**src/rtl/ppreg_pkg.sv**
```systemverilog
package ppreg_pkg;
  typedef enum logic [1:0] {M_NIB = 2'd0, M_SPLIT = 2'd1, M_BYTE = 2'd2, M_BAD = 2'd3} mode_e;
  typedef enum logic [2:0] {S_DRV, S_CTL, S_CAPA, S_CAPB1, S_CAPB2, S_CAPD} kind_e;

  typedef struct packed {
    kind_e      kind;
    logic [7:0] val;
    logic       last;
  } step_t;

  localparam logic [7:0] KEY_NIB   = 8'h39;
  localparam logic [7:0] KEY_SPLIT = 8'h31;
  localparam logic [7:0] KEY_BYTE  = 8'h29;
  localparam logic [7:0] KEY_WR    = 8'h19;
  localparam logic [7:0] CTL_IDLE  = 8'h04;
  localparam int         STEP_W    = 4;

  function automatic step_t mk(kind_e k, logic [7:0] v, logic l);
    step_t s;
    s.kind = k;
    s.val  = v;
    s.last = l;
    return s;
  endfunction
endpackage

```
**src/rtl/ppreg_prog.sv**
```systemverilog
module ppreg_prog import ppreg_pkg::*; (
  input  mode_e             mode,
  input  logic              wr,
  input  logic [7:0]        addr,
  input  logic [7:0]        wdata,
  input  logic [STEP_W-1:0] idx,
  output step_t             step
);
  logic [7:0] key;
  logic [7:0] r;

  always_comb begin
    if (wr) key = KEY_WR;
    else begin
      case (mode)
        M_NIB:   key = KEY_NIB;
        M_SPLIT: key = KEY_SPLIT;
        default: key = KEY_BYTE;
      endcase
    end
  end

  assign r = addr ^ key;

  always_comb begin
    step = mk(S_CTL, CTL_IDLE, 1'b1);
    if (wr) begin
      case (idx)
        4'd0:    step = mk(S_DRV, r, 1'b0);
        4'd1:    step = mk(S_CTL, 8'h01, 1'b0);
        4'd2:    step = mk(S_DRV, wdata, 1'b0);
        4'd3:    step = mk(S_CTL, 8'h03, 1'b0);
        default: step = mk(S_CTL, CTL_IDLE, 1'b1);
      endcase
    end else begin
      case (mode)
        M_NIB: begin
          case (idx)
            4'd0:    step = mk(S_DRV, r, 1'b0);
            4'd1:    step = mk(S_CTL, 8'h01, 1'b0);
            4'd2:    step = mk(S_CTL, 8'h03, 1'b0);
            4'd3:    step = mk(S_DRV, r, 1'b0);
            4'd4:    step = mk(S_CAPA, 8'h00, 1'b0);
            4'd5:    step = mk(S_CTL, 8'h01, 1'b0);
            4'd6:    step = mk(S_CAPB1, 8'h00, 1'b0);
            default: step = mk(S_CTL, CTL_IDLE, 1'b1);
          endcase
        end
        M_SPLIT: begin
          case (idx)
            4'd0:    step = mk(S_DRV, r, 1'b0);
            4'd1:    step = mk(S_CTL, 8'h01, 1'b0);
            4'd2:    step = mk(S_DRV, r & 8'h37, 1'b0);
            4'd3:    step = mk(S_CTL, 8'h03, 1'b0);
            4'd4:    step = mk(S_CTL, 8'h05, 1'b0);
            4'd5:    step = mk(S_DRV, r | 8'hF0, 1'b0);
            4'd6:    step = mk(S_CAPA, 8'h00, 1'b0);
            4'd7:    step = mk(S_CAPB2, 8'h00, 1'b0);
            default: step = mk(S_CTL, CTL_IDLE, 1'b1);
          endcase
        end
        default: begin
          case (idx)
            4'd0:    step = mk(S_DRV, r, 1'b0);
            4'd1:    step = mk(S_CTL, 8'h01, 1'b0);
            4'd2:    step = mk(S_CTL, 8'h21, 1'b0);
            4'd3:    step = mk(S_CTL, 8'h23, 1'b0);
            4'd4:    step = mk(S_CAPD, 8'h00, 1'b0);
            default: step = mk(S_CTL, CTL_IDLE, 1'b1);
          endcase
        end
      endcase
    end
  end
endmodule

```
**src/rtl/ppreg_merge.sv**
```systemverilog
module ppreg_merge import ppreg_pkg::*; (
  input  mode_e      mode,
  input  logic [7:0] cap_a,
  input  logic [7:0] cap_b,
  output logic [7:0] byte_o
);
  always_comb begin
    case (mode)
      M_NIB:   byte_o = {cap_b[7:4], cap_a[7:4]};
      M_SPLIT: byte_o = {cap_b[3:1], cap_a[7:3]};
      default: byte_o = cap_a;
    endcase
  end
endmodule

```
**src/rtl/ppreg_seq.sv**
```systemverilog
module ppreg_seq import ppreg_pkg::*; #(
  parameter int STEP_CLKS = 1
) (
  input  logic       clk,
  input  logic       rst,
  input  logic       req_valid,
  input  logic       req_write,
  input  logic [1:0] req_mode,
  input  logic       req_bank,
  input  logic [6:0] req_index,
  input  logic [7:0] req_wdata,
  output logic       busy,
  output logic       done,
  output logic       err,
  output logic [7:0] rd_data,
  output logic [7:0] pd_out,
  output logic [7:0] pc_out,
  input  logic [7:0] pd_in,
  input  logic [7:0] ps1_in,
  input  logic [7:0] ps2_in
);
  localparam int CNT_W = (STEP_CLKS > 1) ? $clog2(STEP_CLKS) : 1;
  localparam logic [CNT_W-1:0] CNT_END = CNT_W'(STEP_CLKS - 1);

  mode_e             op_mode;
  logic              op_wr;
  logic [7:0]        op_addr;
  logic [7:0]        op_wd;
  logic [STEP_W-1:0] step_idx;
  logic [CNT_W-1:0]  cnt;
  logic [7:0]        cap_a;
  logic [7:0]        cap_b;
  step_t             cur;
  logic [7:0]        merged;

  ppreg_prog u_prog (
    .mode  (op_mode),
    .wr    (op_wr),
    .addr  (op_addr),
    .wdata (op_wd),
    .idx   (step_idx),
    .step  (cur)
  );

  ppreg_merge u_merge (
    .mode   (op_mode),
    .cap_a  (cap_a),
    .cap_b  (cap_b),
    .byte_o (merged)
  );

  always_ff @(posedge clk) begin
    if (rst) begin
      busy     <= 1'b0;
      done     <= 1'b0;
      err      <= 1'b0;
      rd_data  <= 8'h00;
      pd_out   <= 8'h00;
      pc_out   <= CTL_IDLE;
      op_mode  <= M_NIB;
      op_wr    <= 1'b0;
      op_addr  <= 8'h00;
      op_wd    <= 8'h00;
      step_idx <= '0;
      cnt      <= '0;
      cap_a    <= 8'h00;
      cap_b    <= 8'h00;
    end else begin
      done <= 1'b0;
      err  <= 1'b0;
      if (!busy) begin
        if (req_valid) begin
          if (mode_e'(req_mode) == M_BAD) begin
            done    <= 1'b1;
            err     <= 1'b1;
            rd_data <= 8'hFF;
          end else begin
            busy     <= 1'b1;
            op_mode  <= mode_e'(req_mode);
            op_wr    <= req_write;
            op_addr  <= {req_bank, req_index};
            op_wd    <= req_wdata;
            step_idx <= '0;
            cnt      <= '0;
          end
        end
      end else begin
        if (cnt == '0) begin
          case (cur.kind)
            S_DRV:   pd_out <= cur.val;
            S_CTL:   pc_out <= cur.val;
            S_CAPA:  cap_a  <= ps1_in;
            S_CAPB1: cap_b  <= ps1_in;
            S_CAPB2: cap_b  <= ps2_in;
            S_CAPD:  cap_a  <= pd_in;
            default: ;
          endcase
        end
        if (cnt == CNT_END) begin
          cnt <= '0;
          if (cur.last) begin
            busy <= 1'b0;
            done <= 1'b1;
            if (!op_wr) rd_data <= merged;
          end else begin
            step_idx <= step_idx + 1'b1;
          end
        end else begin
          cnt <= cnt + 1'b1;
        end
      end
    end
  end
endmodule

```
**config.mk**
```make
export PLATFORM = sky130hd
export DESIGN_NAME = ppreg_seq
export DESIGN_NICKNAME = d
export VERILOG_FILES = /design/src/rtl/ppreg_pkg.sv /design/src/rtl/ppreg_prog.sv /design/src/rtl/ppreg_merge.sv /design/src/rtl/ppreg_seq.sv
export SDC_FILE = /design/constraint.sdc
export NUM_CORES = 1
export LEC_CHECK = 0
export CORE_MARGIN = 4
export CORE_UTILIZATION = 35
export DETAILED_ROUTE_END_ITERATION = 8
export PLACE_DENSITY_LB_ADDON = 0.25
export SETUP_SLACK_MARGIN = 0.4
export SKIP_LAST_GASP = 1
export SLEW_MARGIN = 30
export SYNTH_ARGS = -nofsm -noshare
export SYNTH_HDL_FRONTEND = slang
export SYNTH_HIERARCHICAL = 1
export SYNTH_SLANG_ARGS = --single-unit
```
**constraint.sdc**
```tcl
create_clock -name clk -period 5.3 [get_ports clk]
set_input_delay 1.06 -clock clk [delete_from_list [all_inputs] [get_ports clk]]
set_output_delay 1.06 -clock clk [all_outputs]
set_load 0.03 [all_outputs]
```
==> impl_metrics.json <==
{
  "vias": 3337,
  "clock_sinks": 65,
  "grt_pass1_vias": 3280,
  "route.detailed.drc": 0,
  "h-tree-depth": 3,
  "slowest_stage": "dfxtp_1",
  "critPathLaunchType": "flip-flop",
  "timing.rr.end": "cap_a[3]",
  "fin_cells": 610,
  "drv_cap": 0,
  "cts_max_path_buffers": 2,
  "max_stage_delay_ps": 850,
  "reg2reg_depth": 7,
  "p_leak_nw": 1.44,
  "path_class": "reg -> reg",
  "num-fill-cells": 972,
  "drtIter0Drc": 244,
  "row_count": 36,
  "gr-total-overflow": 0,
  "via_per_inst": 5.47,
  "dpl.hpwl_um": 6870,
  "cp.required_ps": 5550,
  "reg2reg_slack_ps": 2160,
  "slew_viol_final": 0,
  "met3_usage": 0.0341,
  "drt_wl_total_um": 9870,
  "crit_fanout": 21,
  "yosysWarningCount": 6,
  "insertedDiodeCount": 0,
  "min_path_cells": 2,
  "gp_congestion": 0.853,
  "worst_slew_pin_slew_ps": 802,
  "io-pin-count": 73,
  "top_usage_layer": "met2",
  "hp-start": "pd_out[0]",
  "clk_pin_slew_ps": 80,
  "die_w_um": 109,
  "skew_ps": 8.70,
  "outcome": "finished clean",
  "grtUsageMet1": 0.221,
  "layout-drive-gt1-share": 0.105,
  "final_nets": 519,
  "synthesis.nets": 472,
  "grt_antenna_before_repair": 0,
  "grtUsageTotal": 0.170,
  "finalPower_mw": 1.25,
  "arrival_ps": 3390,
  "drtPass1Iterations": 4,
  "synth_area_um2": 3590,
  "cts-root-buf": "clkbuf_8",
  "r2r-start": "step_idx[2]",
  "dieHeight_um": 109,
  "cts_made_buffers": 9,
  "grtUsageMet2": 0.269,
  "relSlewSlack": 0.465,
  "wire_per_inst_um": 16.2,
  "cp-end-kind": "flip-flop",
  "fmax_mhz": 318,
  "min_to": "pd_out[0]",
  "hp-class": "reg -> reg",
  "clk_latency_ps": 350,
  "layout_min_cycle_time_ps": 3140,
  "synthCells": 425,
  "io_buffers": 71,
  "die_area_um2": 11900,
  "post_cts_buffers": 0,
  "dp_cells": 594,
  "powerDensity_nw_per_um2": 277,
  "postCtsHoldBufs": 0,
  "grt_pass1_wl_um": 16100,
  "grt_start_max_net_pins": 57,
  "core_um2": 9860,
  "syn_to_final_growth_pct": 25.9,
  "ant_nets": 0,
  "ctsResizeCount": 0,
  "setup_viol_count_final": 0,
  "post-route-period-util": 0.593,
  "vdd_ir_drop_max_mv": 0.131,
  "start_util": 0.364,
  "hold_viol_final": 0,
  "crit_chain": "nand2_1, mux2i_1, a211oi_1, o22ai_1, nand3b_1, a21bo_2, a221oi_1",
  "syn_avg_cell_area_um2": 8.45,
  "tns_ps": 0,
  "cts_tree": "done",
  "rsz0062_at_grt": "false"
}
## state kept, by name, summed over array words and instances (netlist names)
| signal | count |
|---|---|
| cap_a | 8 |
| op_addr | 8 |
| op_wd | 8 |
| pc_out | 8 |
| pd_out | 8 |
| rd_data | 8 |
| cap_b | 7 |
| step_idx | 4 |
| op_mode | 2 |
| busy | 1 |
| done | 1 |
| err | 1 |
| op_wr | 1 |
## power by group
| group | switching [mW] | leakage, nW | internal, mW |
|---|---|---|---|
| sequential | 0.0162 | 0.529 | 0.508 |
| clock | 0.202 | 0.117 | 0.315 |
| combinational | 0.118 | 0.791 | 0.0922 |
| total | 0.336 | 1.44 | 0.915 |
## placed cells by master, fill, tap and decap left out, drive strengths merged, types with 10 or more instances in the layout
cell and instances:
nand3 22, o21ai 39, nor2 19, clkdlybuf4s50 70, o32ai 16, a21oi 39
mux2i 19, a221oi 16, clkbuf 10, dfxtp 65, nand2 38, inv 22
## routing by layer
metal	routed length, um	share of wire
met3	584	0.059
met4	318	0.032
met5	0	0
met1	4560	0.46
met2	4400	0.45
## cell type report
class | count | area (um^2) | area share
Sequential cell | 65 | 1300 | 0.288
Clock buffer | 10 | 128 | 0.0282
Clock inverter | 6 | 115 | 0.0255
Inverter | 22 | 82.6 | 0.0183
Multi-Input combinational cell | 297 | 1970 | 0.436
Tap cell | 133 | 166 | 0.0368
Timing Repair Buffer | 77 | 753 | 0.167
## per-stage QoR
step	setup WS [ps]	hold slack (ps)	util	instance area, um^2
detailed placement	1920	449	0.433	4280
global placement	1980	448	0.433	4270
finish	2160	455	0.458	4520
global route	1880	480	0.458	4520
floorplan	2920	442	-	3590
CTS	1920	461	0.458	4520
## how the worst max path moves through the flow
stage | from | to | slack [ps] | cells after the start
after floorplan | step_idx[0] | cap_b[1] | 2920 | 11
after global placement | step_idx[1] | cap_b[7] | 1980 | 6
after detailed placement | step_idx[1] | cap_b[3] | 1920 | 6
after CTS | step_idx[1] | cap_b[3] | 1920 | 6
after global routing | step_idx[2] | cap_a[1] | 1880 | 7
final | step_idx[2] | cap_a[3] | 2160 | 7
## critical path, delay by kind of cell (launching register included)
family          cells  cell delay [ps]
mux                 1              200
simple gates        2              570
compound gates      4             1420
flops               1              850
Note: power is estimated with default switching activity, not from simulation.
